$ cat src/rtl/dda_seg_pkg.sv
package dda_seg_pkg;
  localparam int ACC_W = 64;
  localparam int POS_W = 32;

  typedef logic [ACC_W-1:0] acc_t;
  typedef logic signed [POS_W-1:0] pos_t;

  typedef struct packed {
    acc_t acc;
    acc_t rate;
    logic carry;
  } dda_adv_t;

  // Second-order advance: rate grows first, then feeds the accumulator.
  function automatic dda_adv_t dda_advance(acc_t acc, acc_t rate, acc_t accel);
    dda_adv_t r;
    logic [ACC_W:0] sum;
    r.rate  = rate + accel;
    sum     = {1'b0, acc} + {1'b0, r.rate};
    r.acc   = sum[ACC_W-1:0];
    r.carry = sum[ACC_W];
    return r;
  endfunction

  function automatic pos_t pos_move(pos_t p, logic rev);
    return rev ? p - pos_t'(1) : p + pos_t'(1);
  endfunction
endpackage

$ cat src/rtl/dda_seg_shadow.sv
module dda_seg_shadow
  import dda_seg_pkg::*;
#(
  parameter int NUM_MOTORS = 2,
  parameter int TICK_W     = 32
) (
  input  logic                        clk,
  input  logic                        rst_n,
  input  logic                        load,
  input  logic                        consume,
  input  logic [TICK_W-1:0]           in_ticks,
  input  logic [NUM_MOTORS-1:0]       in_dir,
  input  logic [NUM_MOTORS*ACC_W-1:0] in_rate,
  input  logic [NUM_MOTORS*ACC_W-1:0] in_accel,
  output logic                        pend_valid,
  output logic [TICK_W-1:0]           pend_ticks,
  output logic [NUM_MOTORS-1:0]       pend_dir,
  output logic [NUM_MOTORS*ACC_W-1:0] pend_rate,
  output logic [NUM_MOTORS*ACC_W-1:0] pend_accel
);
  // A new load wins over a consume in the same cycle.
  always_ff @(posedge clk) begin
    if (!rst_n) begin
      pend_valid <= 1'b0;
      pend_ticks <= '0;
      pend_dir   <= '0;
      pend_rate  <= '0;
      pend_accel <= '0;
    end else if (load) begin
      pend_valid <= 1'b1;
      pend_ticks <= in_ticks;
      pend_dir   <= in_dir;
      pend_rate  <= in_rate;
      pend_accel <= in_accel;
    end else if (consume) begin
      pend_valid <= 1'b0;
    end
  end
endmodule

$ cat src/rtl/dda_seg_ctrl.sv
module dda_seg_ctrl #(
  parameter int TICK_W = 32
) (
  input  logic              clk,
  input  logic              rst_n,
  input  logic              tick_en,
  input  logic              pend_valid,
  input  logic [TICK_W-1:0] pend_ticks,
  output logic              start,
  output logic              run_tick,
  output logic [TICK_W-1:0] remaining,
  output logic              busy,
  output logic              seg_done
);
  logic last_tick;

  assign busy      = (remaining != '0);
  assign start     = tick_en && !busy && pend_valid;
  assign run_tick  = tick_en && busy;
  assign last_tick = run_tick && (remaining == TICK_W'(1));

  always_ff @(posedge clk) begin
    if (!rst_n) begin
      remaining <= '0;
      seg_done  <= 1'b0;
    end else begin
      seg_done <= last_tick || (start && pend_ticks == '0);
      if (start)         remaining <= pend_ticks;
      else if (run_tick) remaining <= remaining - TICK_W'(1);
    end
  end
endmodule

$ cat src/rtl/dda_axis.sv
module dda_axis
  import dda_seg_pkg::*;
(
  input  logic clk,
  input  logic rst_n,
  input  logic tick_en,
  input  logic start,
  input  logic run_tick,
  input  logic ld_dir,
  input  acc_t ld_rate,
  input  acc_t ld_accel,
  output logic step,
  output logic dir,
  output pos_t pos,
  output logic carry
);
  acc_t     acc_q, rate_q, accel_q;
  dda_adv_t nxt;

  assign nxt   = dda_advance(acc_q, rate_q, accel_q);
  assign carry = run_tick && nxt.carry;

  always_ff @(posedge clk) begin
    if (!rst_n) begin
      acc_q   <= '0;
      rate_q  <= '0;
      accel_q <= '0;
      dir     <= 1'b0;
      step    <= 1'b0;
      pos     <= '0;
    end else if (tick_en) begin
      if (start) begin
        rate_q  <= ld_rate;
        accel_q <= ld_accel;
        dir     <= ld_dir;
        step    <= 1'b0;
      end else if (run_tick) begin
        acc_q  <= nxt.acc;
        rate_q <= nxt.rate;
        step   <= nxt.carry;
        if (nxt.carry) pos <= pos_move(pos, dir);
      end else begin
        step <= 1'b0;
      end
    end
  end
endmodule

$ cat src/rtl/dda_seg_gen.sv
module dda_seg_gen
  import dda_seg_pkg::*;
#(
  parameter int NUM_MOTORS = 2,
  parameter int TICK_W     = 32
) (
  input  logic                        clk,
  input  logic                        rst_n,
  input  logic                        tick_en,
  input  logic                        seg_load,
  input  logic [TICK_W-1:0]           seg_ticks,
  input  logic [NUM_MOTORS-1:0]       seg_dir,
  input  logic [NUM_MOTORS*ACC_W-1:0] seg_rate,
  input  logic [NUM_MOTORS*ACC_W-1:0] seg_accel,
  output logic [NUM_MOTORS-1:0]       step_o,
  output logic [NUM_MOTORS-1:0]       dir_o,
  output logic [NUM_MOTORS*POS_W-1:0] shaft_pos,
  output logic [NUM_MOTORS*POS_W-1:0] effector_pos,
  output logic                        seg_done,
  output logic                        busy
);
  logic                        pend_valid;
  logic [TICK_W-1:0]           pend_ticks;
  logic [NUM_MOTORS-1:0]       pend_dir;
  logic [NUM_MOTORS*ACC_W-1:0] pend_rate, pend_accel;
  logic                        seg_start, seg_run_tick;
  logic [TICK_W-1:0]           seg_remaining;
  logic [NUM_MOTORS-1:0]       dda_carry;

  dda_seg_shadow #(.NUM_MOTORS(NUM_MOTORS), .TICK_W(TICK_W)) u_shadow (
    .clk(clk), .rst_n(rst_n), .load(seg_load), .consume(seg_start),
    .in_ticks(seg_ticks), .in_dir(seg_dir), .in_rate(seg_rate), .in_accel(seg_accel),
    .pend_valid(pend_valid), .pend_ticks(pend_ticks), .pend_dir(pend_dir),
    .pend_rate(pend_rate), .pend_accel(pend_accel)
  );

  dda_seg_ctrl #(.TICK_W(TICK_W)) u_ctrl (
    .clk(clk), .rst_n(rst_n), .tick_en(tick_en),
    .pend_valid(pend_valid), .pend_ticks(pend_ticks),
    .start(seg_start), .run_tick(seg_run_tick), .remaining(seg_remaining),
    .busy(busy), .seg_done(seg_done)
  );

  for (genvar m = 0; m < NUM_MOTORS; m++) begin : g_axis
    pos_t axis_pos;
    dda_axis u_axis (
      .clk(clk), .rst_n(rst_n), .tick_en(tick_en),
      .start(seg_start), .run_tick(seg_run_tick),
      .ld_dir(pend_dir[m]),
      .ld_rate(pend_rate[m*ACC_W +: ACC_W]),
      .ld_accel(pend_accel[m*ACC_W +: ACC_W]),
      .step(step_o[m]), .dir(dir_o[m]), .pos(axis_pos), .carry(dda_carry[m])
    );
    assign shaft_pos[m*POS_W +: POS_W] = axis_pos;
  end

  assign effector_pos = '0;
endmodule

$ cat config.mk
export PLATFORM = sky130hd
export DESIGN_NAME = dda_seg_gen
export DESIGN_NICKNAME = d
export VERILOG_FILES = /design/src/rtl/dda_seg_pkg.sv /design/src/rtl/dda_seg_shadow.sv /design/src/rtl/dda_seg_ctrl.sv /design/src/rtl/dda_axis.sv /design/src/rtl/dda_seg_gen.sv
export SDC_FILE = /design/constraint.sdc
export NUM_CORES = 2
export LEC_CHECK = 0
export CORE_UTILIZATION = 41
export CTS_CLUSTER_SIZE = 14
export DETAILED_ROUTE_END_ITERATION = 10
export PLACE_DENSITY = 0.58
export SLEW_MARGIN = 10
export SYNTH_ARGS = -nofsm -noshare
export SYNTH_HDL_FRONTEND = slang
export SYNTH_SLANG_ARGS = --single-unit
$ cat constraint.sdc
create_clock -name clk -period 5.95 [get_ports clk]
set_input_delay 0.595 -clock clk [delete_from_list [all_inputs] [get_ports clk]]
set_output_delay 0.595 -clock clk [all_outputs]
set_load 0.1 [all_outputs]
==> results.md <==
Clock tree:
- Hold repair after CTS inserted 0 buffers.
- The clock sink count is ~780.
- In this run the number of H-tree levels came out at 3.
- The maximum root-to-sink buffer count is 3.
- The CTS tree is done.
- The clock latency at the later pin of the worst-skew pair is between 0.6 and 0.7 ns.
- The number of buffers inserted during clock tree synthesis is 93.
- After clock tree synthesis, the clock-pin slew on the worst setup and hold paths is 0.06 ns.
- The tree is rooted in a clkbuf_16.

GRT:
- Entering global routing, the biggest net connects 188 pins.
- The number of global-route vias before repair is between 30000 and 40000.
- The total routing resource utilization after global routing is a little under a quarter.
- The first global-routing pass estimated roughly 210000 um of wire.
- The total congestion overflow after global routing is 0.
- The initial antenna violation count is 9.

Yosys:
- The biggest area contributor in the post-synthesis netlist is dfxtp_1.
- Counting flops and latches in the post-synthesis netlist gives 776.
- The most used flip-flop cell after synthesis is dfxtp_1.
- The synthesized design devotes to its leading area cell type about a third of total area.
- By area the synthesized netlist is led by dfxtp_1 34%, ha_1 8.5%, mux2i_1 7.5%, a21oi_1 7.4%, nand2_1 6.6%.
- The count of different cell masters after synthesis is 86.
- The number of standard cells after synthesis is between 5000 and 6000.
- The number of synthesis warnings is 0.
- In the synthesized netlist the async set-or-reset flop fraction comes to 0%.
- For this run, the register share of the synthesized area comes to between 30% and 40%.
- The cell area after synthesis is between 40000 and 50000 um^2.
- The post-synthesis average cell area is approximately 7.9 um^2.
- The number of flops mapped to enable cells by yosys is 0.

Route:
- The number of nets with antenna violations after routing is 0.
- The routed layout has roughly 42000 vias.
- The total detailed-routing wirelength is about 140000 um.
- The violation count after the first detailed-route iteration is between 2000 and 3000.
- The final routed wire length divided by cell count is 17.8 um.
- Dividing the detail-routed via count by the number of cells gives about 5.5.
- For this run, design rule violations remaining after detail routing come to 0.
- The count of TritonRoute iterations in the first routing pass is 6.

STA:
- The highest achievable clock rate is between 150 and 200 MHz.
- The max-slew violation count came to 0.
- The remaining max-slew budget at the tightest pin is between 20 and 30%.
- At the pin with the least slew margin, the transition time is approximately 1.1 ns.
- Across the routed clock network, the largest skew measured is between 0.02 and 0.025 ns.
- Setup violations remaining at the end of the flow were counted as 0.
- The post-route minimum period is 5.72 ns.
- The final critical path takes up 96.1% of the cycle.
- For the final routed database, the setup TNS stands at 0 ns.
- Setup slack on the critical path of the routed design comes to ~0.23 ns.
- The final hold violation count is 0.

Cells and area:
- From synthesis to final layout, the design area changed by 18.1%.
- For this run, the share of the core covered by cells in the final layout is 49.1%.
- The fraction of final layout cells with drive strength greater than 1 is ~6%.
- The finished layout holds 7630 standard cells, fillers aside.
- The post-layout net count is approximately 6700.
- The cell area after layout is 54600 um^2.

Pwr:
- In this run the static leakage power is between 20 and 25 nW.
- Across the VDD grid, the largest voltage drop is a little over 0.3 mV.
- The power density normalized to cell area is ~330 nW/um^2.

Critical path:
- Across all register-to-register paths, the minimum setup slack is 0.23 ns.
- Among cell families on the critical path, the largest total delay comes from simple AND/OR/NAND/NOR gates.
- STA classifies the critical path startpoint as a register.
- The largest single stage delay on the critical path is ~0.52 ns.
- For the worst setup path, the data required time is approximately 6.6 ns.
- The slowest stage of the critical path is the or4_4 cell.
- The classification of the worst setup path is reg -> reg.
- In this run the worst path has a maximum fanout of 6.
- For the worst setup path, the data arrival time is between 6 and 7 ns.
- The worst path buffer plus inverter count is 1.
- The worst setup path is captured at a register.
- Traced cell by cell, the critical path runs through ha_1 > a21oi_1 > o22ai_1 > nor3_1 > nand2_1 > a31oi_1 > nor3_1 > a21oi_1 > xnor2_1 > ha_1 > nand2_1 > or3_1 > o41ai_4 > or3_4 > a31oi_4 > or4_4 > nor3_2 > nor4_1 > buf_4 > or4_1 > a31oi_1.

Placement:
- The final weighted congestion in routability-driven placement is roughly 0.90.
- The half-perimeter wire length after detailed placement is around 96000 um.
- In this run, placement finished with an instance count of 7451.
- The number of input and output port buffers inserted is ~360.
- After detailed placement, the total cell area comes to about 50000 um^2.
- The setup slack at placement is -0.169 ns.

Run:
- Across the run, the number of max-cap violations was 0.

Floorplan:
- During I/O placement, the number of pins put on the boundary was about 430.
- The die height is about 340 um.
- The floorplan has approximately 120 rows.
- The floorplan core area is about 110000 um^2.
- The starting density of the core is around 42%.
- The floorplan die width is 338 um.
- The die covers between 100000 and 150000 um^2.

Status:
- The flow ran to the end, and the final reports show no timing, DRC or antenna violations.

Min path:
- The worst hold path belongs to the class in -> reg.
registers in the layout, indices dropped and copies added (netlist names), 32 cells and up:
register	flops
u_shadow.pend_accel	128
g_axis.u_axis.acc_q	128
g_axis.u_axis.pos	64
u_shadow.pend_rate	128
g_axis.u_axis.accel_q	128
u_ctrl.remaining	32
u_shadow.pend_ticks	32
g_axis.u_axis.rate_q	128
final timing paths:
path	from	end	cells after the start
max	g_axis[1].u_axis.accel_q[8]$_SDFFE_PN0P_	g_axis[1].u_axis.acc_q[48]$_SDFFE_PN0P_	21
min	rst_n	g_axis[1].u_axis.rate_q[40]$_SDFFE_PN0P_	3
max reg2reg	g_axis[1].u_axis.accel_q[8]$_SDFFE_PN0P_	g_axis[1].u_axis.acc_q[48]$_SDFFE_PN0P_	21
min reg2reg	u_shadow.pend_accel[116]$_SDFFE_PN0P_	g_axis[1].u_axis.accel_q[52]$_SDFFE_PN0P_	2
cell usage in the layout (no fill, tap or decap), types with 68 or more instances in the layout:
cell	count
ha_1	314
dfxtp_1	776
a21o_1	175
xor2_1	101
clkdlybuf4s50_1	361
nand4_1	77
inv_1	93
nand2_1	811
nand3_1	129
nor2_1	636
a21oi_1	675
clkbuf_16	98
xnor2_1	197
o21ai_0	316
mux2i_1	347
buf_4	116
nor3_1	68
where the power goes:
group,switching [mW],total [mW],internal (mW)
combinational,3.66,5.71,2.05
sequential,0.388,6.19,5.81
clock,2.37,5.86,3.49
total,6.41,17.8,11.3
metal layers:
metal | share of wire (%) | GRT usage, % | up-vias
met5 | 0 | 0 | -
met2 | 45 | 37.1 | 901
met3 | 4.4 | 2.79 | 201
met4 | 2.5 | 7.10 | 0
met1 | 48 | 32.1 | 19600
li1 | - | - | 21100
repair_timing:
action                                  in CTS  in global routing
setup buffers                                0                 11
pin swaps                                    0                 12
gates resized for setup                      2                 44
cloned                                       0                  1
endpoints found under the setup margin       3                 90
cells in the mapped netlist, types with 37 or more instances:
master    number
nand2_1      812
dfxtp_1      776
a21oi_1      683
nor2_1       638
mux2i_1      347
o21ai_0      322
ha_1         316
clkbuf_1     261
xnor2_1      198
a21o_1       175
nand3_1      130
xor2_1       103
inv_1         94
nand4_1       77
buf_4         72
nor3_1        70
a211oi_1      67
o21bai_1      53
a31oi_1       51
buf_2         39
nor4_1        37
stage by stage:
step	hold WS (ns)	total power, mW
finish	0.321	17.8
global route	0.311	18.8
CTS	0.271	17.9
global placement	0.442	11.9
detailed placement	0.448	11.9
floorplan	0.436	10.3
final cells by class:
| cell class | count | area, um^2 |
|---|---|---|
| clock buffer | 124 | 2670 |
| clock inverter | 39 | 447 |
| timing repair buffer | 490 | 4740 |
| multi-input combinational | 4615 | 29000 |
| tap | 1488 | 1860 |
| sequential | 776 | 15500 |
| antenna | 4 | 10.0 |
| fill | 10900 | 56700 |
| inverter | 94 | 360 |
tightest hold or removal path: cells and delay by family:
family	cells	cell delay [ns]
buffers and inverters	1	0.18
AO/OA/AOI/OAI	2	0.15
cells by family after synthesis:
family | Yosys count | share of synthesized area, %
fa+ha+maj | 322 | 8.81
flops | 776 | 33.6
xor+xnor | 301 | 5.70
simple gates | 1943 | 18.1
buf+inv | 499 | 4.75
compound gates | 1634 | 21.5
mux | 351 | 7.61
other cells | 1 | 0.00811
No activity file was read; power rests on OpenSTA's default activity.
